$ cat src/rtl/tdisp_pkg.sv
package tdisp_pkg;
  typedef enum logic [1:0] {
    PH_SERIAL = 2'd0,
    PH_LAUNCH = 2'd1,
    PH_RUN    = 2'd2,
    PH_JOIN   = 2'd3
  } phase_t;
endpackage

$ cat src/rtl/tdisp_phase_fsm.sv
module tdisp_phase_fsm
  import tdisp_pkg::*;
(
  input  logic   clk,
  input  logic   rst_n,
  input  logic   spawn_fire,
  input  logic   all_done,
  input  logic   join_ack,
  output phase_t phase
);
  phase_t nxt;

  always_comb begin
    nxt = phase;
    unique case (phase)
      PH_SERIAL: if (spawn_fire) nxt = PH_LAUNCH;
      PH_LAUNCH: nxt = PH_RUN;
      PH_RUN:    if (all_done) nxt = PH_JOIN;
      PH_JOIN:   if (join_ack) nxt = PH_SERIAL;
      default:   nxt = PH_SERIAL;
    endcase
  end

  always_ff @(posedge clk) begin
    if (!rst_n) phase <= PH_SERIAL;
    else        phase <= nxt;
  end
endmodule

$ cat src/rtl/tdisp_claim.sv
module tdisp_claim #(
  parameter int NUM_TCU = 8,
  parameter int TID_W   = 32
) (
  input  logic                            clk,
  input  logic                            rst_n,
  input  logic                            load,
  input  logic [TID_W-1:0]                load_lo,
  input  logic                            enable,
  input  logic [NUM_TCU-1:0]              req,
  output logic [NUM_TCU-1:0]              gnt,
  output logic [NUM_TCU-1:0][TID_W-1:0]   vals
);
  localparam int CNT_W = $clog2(NUM_TCU + 1);

  logic [TID_W-1:0] ctr;
  logic [CNT_W-1:0] pre [NUM_TCU+1];

  // running count of requesters below each lane gives its offset
  always_comb begin
    pre[0] = '0;
    for (int i = 0; i < NUM_TCU; i++)
      pre[i+1] = pre[i] + CNT_W'(req[i]);
  end

  always_ff @(posedge clk) begin
    if (!rst_n)      ctr <= '0;
    else if (load)   ctr <= load_lo + TID_W'(NUM_TCU);
    else if (enable) ctr <= ctr + TID_W'(pre[NUM_TCU]);
  end

  for (genvar gi = 0; gi < NUM_TCU; gi++) begin : g_lane
    always_ff @(posedge clk) begin
      if (!rst_n) begin
        gnt[gi]  <= 1'b0;
        vals[gi] <= '0;
      end else if (load) begin
        gnt[gi]  <= 1'b0;
        vals[gi] <= load_lo + TID_W'(gi);
      end else begin
        gnt[gi] <= enable & req[gi];
        if (enable && req[gi]) vals[gi] <= ctr + TID_W'(pre[gi]);
      end
    end
  end
endmodule

$ cat src/rtl/tdisp_top.sv
module tdisp_top
  import tdisp_pkg::*;
#(
  parameter int NUM_TCU = 8,
  parameter int TID_W   = 32
) (
  input  logic                            clk,
  input  logic                            rst_n,
  input  logic                            spawn_valid,
  output logic                            spawn_ready,
  input  logic [TID_W-1:0]                spawn_lo,
  input  logic [TID_W-1:0]                spawn_hi,
  output logic                            spawn_start,
  output logic [TID_W-1:0]                bcast_lo,
  output logic [TID_W-1:0]                bcast_hi,
  output logic                            parallel_mode,
  input  logic [NUM_TCU-1:0]              tid_req,
  output logic [NUM_TCU-1:0]              tid_gnt,
  output logic [NUM_TCU-1:0][TID_W-1:0]   tid_val,
  input  logic [NUM_TCU-1:0]              tcu_done,
  output logic                            join_done,
  input  logic                            join_ack
);
  phase_t phase;
  logic   spawn_fire;

  assign spawn_ready   = (phase == PH_SERIAL);
  assign spawn_fire    = spawn_valid & spawn_ready;
  assign spawn_start   = (phase == PH_LAUNCH);
  assign parallel_mode = (phase != PH_SERIAL);
  assign join_done     = (phase == PH_JOIN);

  tdisp_phase_fsm u_fsm (
    .clk        (clk),
    .rst_n      (rst_n),
    .spawn_fire (spawn_fire),
    .all_done   (&tcu_done),
    .join_ack   (join_ack),
    .phase      (phase)
  );

  always_ff @(posedge clk) begin
    if (!rst_n) begin
      bcast_lo <= '0;
      bcast_hi <= '0;
    end else if (spawn_fire) begin
      bcast_lo <= spawn_lo;
      bcast_hi <= spawn_hi;
    end
  end

  tdisp_claim #(.NUM_TCU(NUM_TCU), .TID_W(TID_W)) u_claim (
    .clk     (clk),
    .rst_n   (rst_n),
    .load    (spawn_fire),
    .load_lo (spawn_lo),
    .enable  (phase == PH_RUN),
    .req     (tid_req),
    .gnt     (tid_gnt),
    .vals    (tid_val)
  );
endmodule

$ cat config.mk
export PLATFORM = sky130hd
export DESIGN_NAME = tdisp_top
export DESIGN_NICKNAME = d
export VERILOG_FILES = /design/src/rtl/tdisp_pkg.sv /design/src/rtl/tdisp_phase_fsm.sv /design/src/rtl/tdisp_claim.sv /design/src/rtl/tdisp_top.sv
export SDC_FILE = /design/constraint.sdc
export NUM_CORES = 1
export LEC_CHECK = 0
export BUFFER_PORTS_ARGS = -buffer_cell sky130_fd_sc_hd__buf_2
export CELL_PAD_IN_SITES_DETAIL_PLACEMENT = 1
export CELL_PAD_IN_SITES_GLOBAL_PLACEMENT = 2
export CORE_ASPECT_RATIO = 1.25
export CORE_MARGIN = 5
export CORE_UTILIZATION = 36
export DETAILED_ROUTE_END_ITERATION = 16
export HOLD_SLACK_MARGIN = 0.08
export PLACE_DENSITY = 0.95
export SYNTH_ARGS = -nofsm -noshare
export SYNTH_HDL_FRONTEND = slang
export SYNTH_HIERARCHICAL = 1
export SYNTH_SLANG_ARGS = --single-unit
$ cat constraint.sdc
create_clock -name clk -period 11.8 [get_ports clk]
set_clock_uncertainty 0.2 [all_clocks]
set_input_delay 1.18 -clock clk [delete_from_list [all_inputs] [get_ports clk]]
set_output_delay 1.18 -clock clk [all_outputs]
set_load 0.01 [all_outputs]
# After elaboration in Yosys (flattened, before gate mapping)
# Index checks and enable logic that the tools add are counted.
dict set report totals {
  register_bits 362
  in_bits 84
  out_inout_bits 332
}
dict set report op_classes {
  addsub 23
  eq_ne 6
  muxes 22
  bitwise_logic 10
  n_reduce_logical 22
}
# operator n
set op_table {}
lappend op_table {{2-to-1 mux 32 bit} 18}
lappend op_table {{adder 32 x 4 -> 32 bit} 7}
lappend op_table {{adder 32 x 3 -> 32 bit (second input constant)} 4}
lappend op_table {{adder 32 x 2 -> 32 bit (second input constant)} 2}
lappend op_table {{adder 32 x 1 -> 32 bit} 1}
lappend op_table {{adder 32 x 1 -> 32 bit (second input constant)} 1}
lappend op_table {{adder 32 x 4 -> 32 bit (second input constant)} 1}
lappend op_table {{adder 4 x 1 -> 4 bit} 6}
lappend op_table {{nonzero test 2 bit} 10}
lappend op_table {{AND 1 bit} 9}
lappend op_table {{logical AND 1 bit} 8}
lappend op_table {{case mux 2 bit (4 select lines)} 1}
lappend op_table {{AND reduction 8 bit} 1}
lappend op_table {{2-to-1 mux 2 bit} 3}
lappend op_table {{== test 2 bit (second input constant)} 2}
lappend op_table {{!= test 2 x 1 -> 1 bit (second input constant)} 2}
lappend op_table {{AND reduction 3 bit} 1}
lappend op_table {{adder 1 x 1 -> 2 bit} 1}
lappend op_table {{== test 2 x 1 -> 1 bit (second input constant)} 1}
lappend op_table {{zero test 2 bit} 1}
lappend op_table {{!= test 2 bit (second input constant)} 1}
lappend op_table {{OR reduction 2 bit} 1}
lappend op_table {{NOT 1 bit} 1}

# Depth between registers and ports, before layout
dict set report depth {
  depth_word 10
  ltp_mapped 19
  depth_no_buf 18
}

# Cells and area by module
# The synthesis kept the hierarchy.
# mod instances cells_per_inst area_each_um2 seq_area_each_um2
set modules_own_cells {}
lappend modules_own_cells {tdisp_claim 1 2673 20552.2 5925.7}
lappend modules_own_cells {tdisp_top 1 286 2611.3 1281.2}
lappend modules_own_cells {tdisp_phase_fsm 1 18 155.1 40.0}

# Least setup slack after synthesis
# Ideal clock, no wire load.
dict set report synth_timing {
  path_type {input to register}
  start {input tid_req[0]}
  end {register u_claim.ctr[10]}
  setup_ns 0.086
  arrival_time_ns 5.451
  t_required_ns 11.514
  slack_ns 6.063
  path_stages 17
  path_cell_list {fa_1 ha_1 inv_1 fa_1 xnor2_1 xor2_1 xnor2_1 inv_1 ha_1 fa_1 a211o_1 o211ai_1 clkbuf_1 nor2_1 xor2_1 nor2_1 a211oi_1}
}
dict set report synth_via {
  elab_chain_cells 10
}
# item line
set synth_lines {}
lappend synth_lines {{start: declaration} tdisp_top.sv:17} ;# input logic [NUM_TCU-1:0] tid_req,
lappend synth_lines {{adder 1 x 1 -> 2 bit} tdisp_claim.sv:23} ;# pre[i+1] = pre[i] + CNT_W'(req[i]);
lappend synth_lines {{adder 4 x 1 -> 4 bit (6 in series)} tdisp_claim.sv:23}
lappend synth_lines {{adder 32 x 4 -> 32 bit} tdisp_claim.sv:29} ;# else if (enable) ctr <= ctr + TID_W'(pre[NUM_TCU]);
lappend synth_lines {{2-to-1 mux 32 bit} tdisp_claim.sv:29}
lappend synth_lines {{2-to-1 mux 32 bit} tdisp_claim.sv:28} ;# else if (load) ctr <= load_lo + TID_W'(NUM_TCU);
lappend synth_lines {{end signal: assignment} tdisp_claim.sv:28}
lappend synth_lines {{end signal: assignment} tdisp_claim.sv:29}
lappend synth_lines {{end: declaration} tdisp_claim.sv:16} ;# logic [TID_W-1:0] ctr;
# Every way passes these cells. The select of a mux whose other input is x is not followed.
# A chain may end at the register's enable or synchronous reset.

# Final worst setup path
dict set report layout_timing {
  start {input tid_req[0]}
  end {register u_claim/vals[238] in the netlist's numbering}
}
dict set report layout_via {
  elab_chain_cells 9
}
# item line
set layout_lines {}
lappend layout_lines {{adder 1 x 1 -> 2 bit} tdisp_claim.sv:23}
lappend layout_lines {{adder 4 x 1 -> 4 bit (5 in series)} tdisp_claim.sv:23}
lappend layout_lines {{adder 32 x 4 -> 32 bit} tdisp_claim.sv:42} ;# if (enable && req[gi]) vals[gi] <= ctr + TID_W'(pre[gi]);
lappend layout_lines {{2-to-1 mux 32 bit} tdisp_claim.sv:42}
lappend layout_lines {{2-to-1 mux 32 bit} tdisp_claim.sv:37} ;# end else if (load) begin
lappend layout_lines {{end signal: indexed assignment} tdisp_claim.sv:39} ;# vals[gi] <= load_lo + TID_W'(gi);
lappend layout_lines {{end signal: indexed assignment} tdisp_claim.sv:42}
lappend layout_lines {{end: declaration} tdisp_claim.sv:12} ;# output logic [NUM_TCU-1:0][TID_W-1:0] vals
# Every way passes these cells. The select of a mux whose other input is x is not followed.

==> results.md <==
- The worst hold path cell count is 2.
- The kind of critical path is in -> reg.
- The fill cell total of the finished layout is 7993.
- The transition time of the tightest slew-check pin is 1.28 ns.
- Setup repair after global routing left no endpoint under its margin.
- The global-route wire length before repair is 190000 um.
- Of all nets on the critical path, the largest fanout is 25.
- The number of synthesized flops with an enable pin is 0.
- The clock edge transition at the registers on the reported setup and hold paths is 0.06 ns.
- After floorplanning, the core was sized to cover 64300 sq um.
- For this configuration, the core starts out at a cell density of 36.3%.
- The critical hold path startpoint is bcast_lo[4].
- Detailed placement ended at an HPWL of 95600 um.
- The average wire length per cell after detail routing is 33.1 um.
- The highest metal layer with signal wires is met5.
- The number of global-route vias before repair came to 25900.
- The worst-case IR drop observed on VDD is 0.118 mV.
- The worst setup path is launched from an input port.
- In this run the biggest area consumer among cell types represents 31.1% of the synthesized area.
- The number of iterations in the first detailed-routing pass is 8.
- The end point of the worst hold path is bcast_lo[4].
- The number of buffers and inverters on the critical path is 3.
- The number of clock buffers added by TritonCTS is 43.
- At the later pin of the worst-skew pair, clock insertion delay measures 0.61 ns.
- The accumulated negative setup slack is 0 ns.
- Headroom to the max-slew limit came out at 14.8%.
- The count of vias placed by the detailed router is 26300.
- The cell with the largest stage delay on the worst path is and2_0.
- The overall die area is 70000 sq um.
- The number of design rule violations left after detail routing is 0.
- At the worst endpoint, the arrival time is 6.92 ns.
- In the synthesized netlist the async set-or-reset flop fraction comes to 0%.
- Using the TritonRoute via totals, the vias-per-cell ratio works out to 6.36.
- Entering global routing, the biggest net connects 81 pins.
- The post-synthesis cell type count is 80.
- TritonCTS built the clock tree.
- In this run the worst hold path is classified as reg -> reg.
- The share of the clock period used by the worst path is 56.2%.
- Counting stages on the worst path, the most repeated cell is xnor2_1.
- The endpoint of the lowest-slack register-to-register path is u_claim/vals[109].
- The leading area contributor after synthesis is dfxtp_1.
- For the worst setup path, the data required time is 12.09 ns.
- CTS saw 362 sinks.
- For this block, the initial DRC count from the detailed router was 3104.
- The number of antenna violations at the first check in global routing is 3.
- On the worst path, the slowest cell contributes a delay of 0.83 ns.
- The floorplan step set the die width to 238 um.
- The congestion estimate from routability-driven global placement came to 0.998.
- The max capacitance violation total is 0.
- In this run the vertical extent of the chip is 295 um.
- Relative to the synthesized area, the layout overhead comes to 18.3%.
- The count of pins over their slew limit is 0.
- Setup slack on the worst reg-to-reg path comes out at 7.53 ns.
- The root buffer cell is clkbuf_16.
- Dividing total power by cell area gives a power density of 222 nW/um^2.
- The number of nets handed over by synthesis was 3123.
- The critical path goes through buf_2 -> buf_4 -> fa_1 -> ha_1 -> inv_1 -> fa_1 -> xnor2_1 -> xor2_1 -> nand2_1 -> xnor2_1 -> ha_1 -> nor2b_1 -> o21ai_0 -> and2_0 -> nor2_1 -> xnor2_1 -> a221oi_1.
- The longest clock path from root to sink contains 3 buffers.
- The count of endpoints failing hold in the final timing report was 0.
- In this run the cell area of the synthesized design comes to 23300 sq um.
- By area the synthesized netlist is led by dfxtp_1 (31%), xnor2_1 (8.3%), xor2_1 (7.5%).
- The number of cells on the worst reg-to-reg path is 10.
- Post-CTS timing repair inserted 0 buffers for setup.
- The count of nets left with antenna violations after detail routing is 0.
- Summed over all nets, wire length on met2 after detailed routing comes to 57700 um.
- The synthesized instance count is 2977.
- The flow ran to the end, and the final reports show no timing, DRC or antenna violations.
- The number of storage elements in the synthesis netlist is 362.
- The synthesized area per cell is 7.83 sq um.
- After global routing the overflow that remains totals 0.
- Of the synthesized area, sequential elements account for 31.1%.
- After the last flow step, the layout net total stands at 3396.
- The worst setup slack after layout is 5.17 ns.
- The cell family contributing the most delay on the critical path is adder cells.
- The completed layout was analyzed and its total power is 6130 uW.
- For the finished layout, the period the worst path requires is 6.63 ns.
- Post-CTS repair changed the size of 0 cells.
- Among all flip-flop cells after synthesis, the most frequent one is dfxtp_1.
- The analysis attributes to cell leakage a power of 0.0111 uW.
- The worst register-to-register path begins at u_fsm/phase[0].
- The worst setup path is captured at a flip-flop.
- In the final layout, the share of cells above drive strength 1 is 18.9%.
- For this design the top-level I/O count stands at 416.
- The final setup violation count is 0.
- The worst slack at placement is 4.68 ns.
- The wire length on met3 is 16600 um.
- The total wire length after detailed routing is 137000 um.
- The routed metal-1 wirelength is 49200 um.
- The origin of the worst setup path is tid_req[0].
- Static timing analysis puts the maximum clock frequency at 0.151 GHz.
- The number of port buffers is 415.
- The number of hold buffers added after CTS is 0.
- The yosys synthesis warning count is 6.
- The floorplan has 104 rows.
- The H-tree was split into 2 levels.
- Global routing used 36.9% of the available tracks across all layers.
[cell usage after synthesis (46+ instances only)]
master      n
clkbuf_1  163
xor2_1    200
nand3_1   121
o22ai_1    58
ha_1       53
nor2_1    253
mux2i_1    99
a21oi_1   105
xnor2_1   222
nand2_1   432
buf_1      49
nor3_1     79
o21ai_0   163
buf_2      46
dfxtp_1   362
a211oi_1   95
[state kept, by name, indices dropped and copies added, names as in the netlist]
| register | flops |
|---|---|
| u_fsm/phase | 2 |
| u_claim/gnt | 8 |
| bcast_hi | 32 |
| u_claim/ctr | 32 |
| bcast_lo | 32 |
| u_claim/vals | 256 |
[power breakdown]
group	total (uW)	switching [uW]	internal, uW
logic	2680	1800	878
clock network	1530	603	928
registers	1930	352	1570
total	6130	2750	3380
[routing by layer]
layer / vias to the layer above / global-route usage (%)
li1: 11000 / -
met1: 12700 / 44.4
met2: 2004 / 56.2
met3: 604 / 10.2
met4: 6 / 27.6
met5: - / 0
[cell type report]
cell class / count / area (sq um) / share of cell area [%]
Inverter: 37 / 143 / 0.517
Antenna cell: 2 / 5.00 / 0.0181
Sequential cell: 362 / 7250 / 26.3
Tap cell: 848 / 1060 / 3.85
Clock inverter: 18 / 290 / 1.05
Clock buffer: 58 / 1270 / 4.62
Timing Repair Buffer: 498 / 2710 / 9.81
Multi-Input combinational cell: 2308 / 14900 / 53.9
[layout by cell type (no fill, tap or decap), drive strengths merged, types with 14 or more instances in the layout]
| master | n |
|---|---|
| a221oi | 32 |
| a211oi | 95 |
| inv | 36 |
| nor4 | 40 |
| nand4 | 44 |
| xnor2 | 222 |
| xor2 | 200 |
| ha | 53 |
| and4 | 19 |
| o21a | 14 |
| clkbuf | 58 |
| o22ai | 58 |
| nand2 | 432 |
| a311oi | 22 |
| and2 | 17 |
| buf | 498 |
| o21ai | 165 |
| mux2i | 99 |
| o221ai | 18 |
| dfxtp | 362 |
| nor3 | 83 |
| a21oi | 105 |
| a31oi | 16 |
| nand2b | 15 |
| nor2 | 255 |
| and3 | 29 |
| nand3 | 123 |
[how the worst max path moves through the flow]
stage | endpoint | slack [ns] | depth (start not counted)
floorplan | u_claim/ctr[10] | 6.06 | 17
global placement | u_claim/vals[238] | 4.79 | 17
detailed placement | u_claim/vals[238] | 4.68 | 17
CTS | u_claim/vals[248] | 5.33 | 17
global route | u_claim/vals[238] | 4.98 | 17
finish | u_claim/vals[238] | 5.17 | 17
[cells by family (layout without fill, tap and decap cells)]
kind of cell               Yosys count  in the layout  share of synthesized area [%]
buffers and inverters              307            611                           5.53
adders and majority gates           63             63                           3.66
other                                0              2                              0
xor gates and xnor gates           422            422                           15.9
muxes                              105            105                           4.54
and+or+nand+nor                   1101           1101                           22.0
AOI/OAI and AO/OA                  617            617                           17.3
DFF                                362            362                           31.1
[metrics by stage]
step	hold WS [ns]	instance area [sq um]	utilization [%]	std cells
floorplan	0.276	23300	-	2977
global placement	0.238	26000	40.5	4053
detailed placement	0.245	26000	40.5	4053
CTS	0.261	27600	42.9	4129
global route	0.274	27600	42.9	4129
finish	0.257	27600	42.9	4131
[worst min-delay path: cells and delay by family, from the launching register on]
family | cells | cell delay, ns
flip-flops | 1 | 0.31
multiplexers | 1 | 0.05
AND/OR/NAND/NOR | 1 | 0.05
Note: power is estimated with default switching activity, not from simulation.
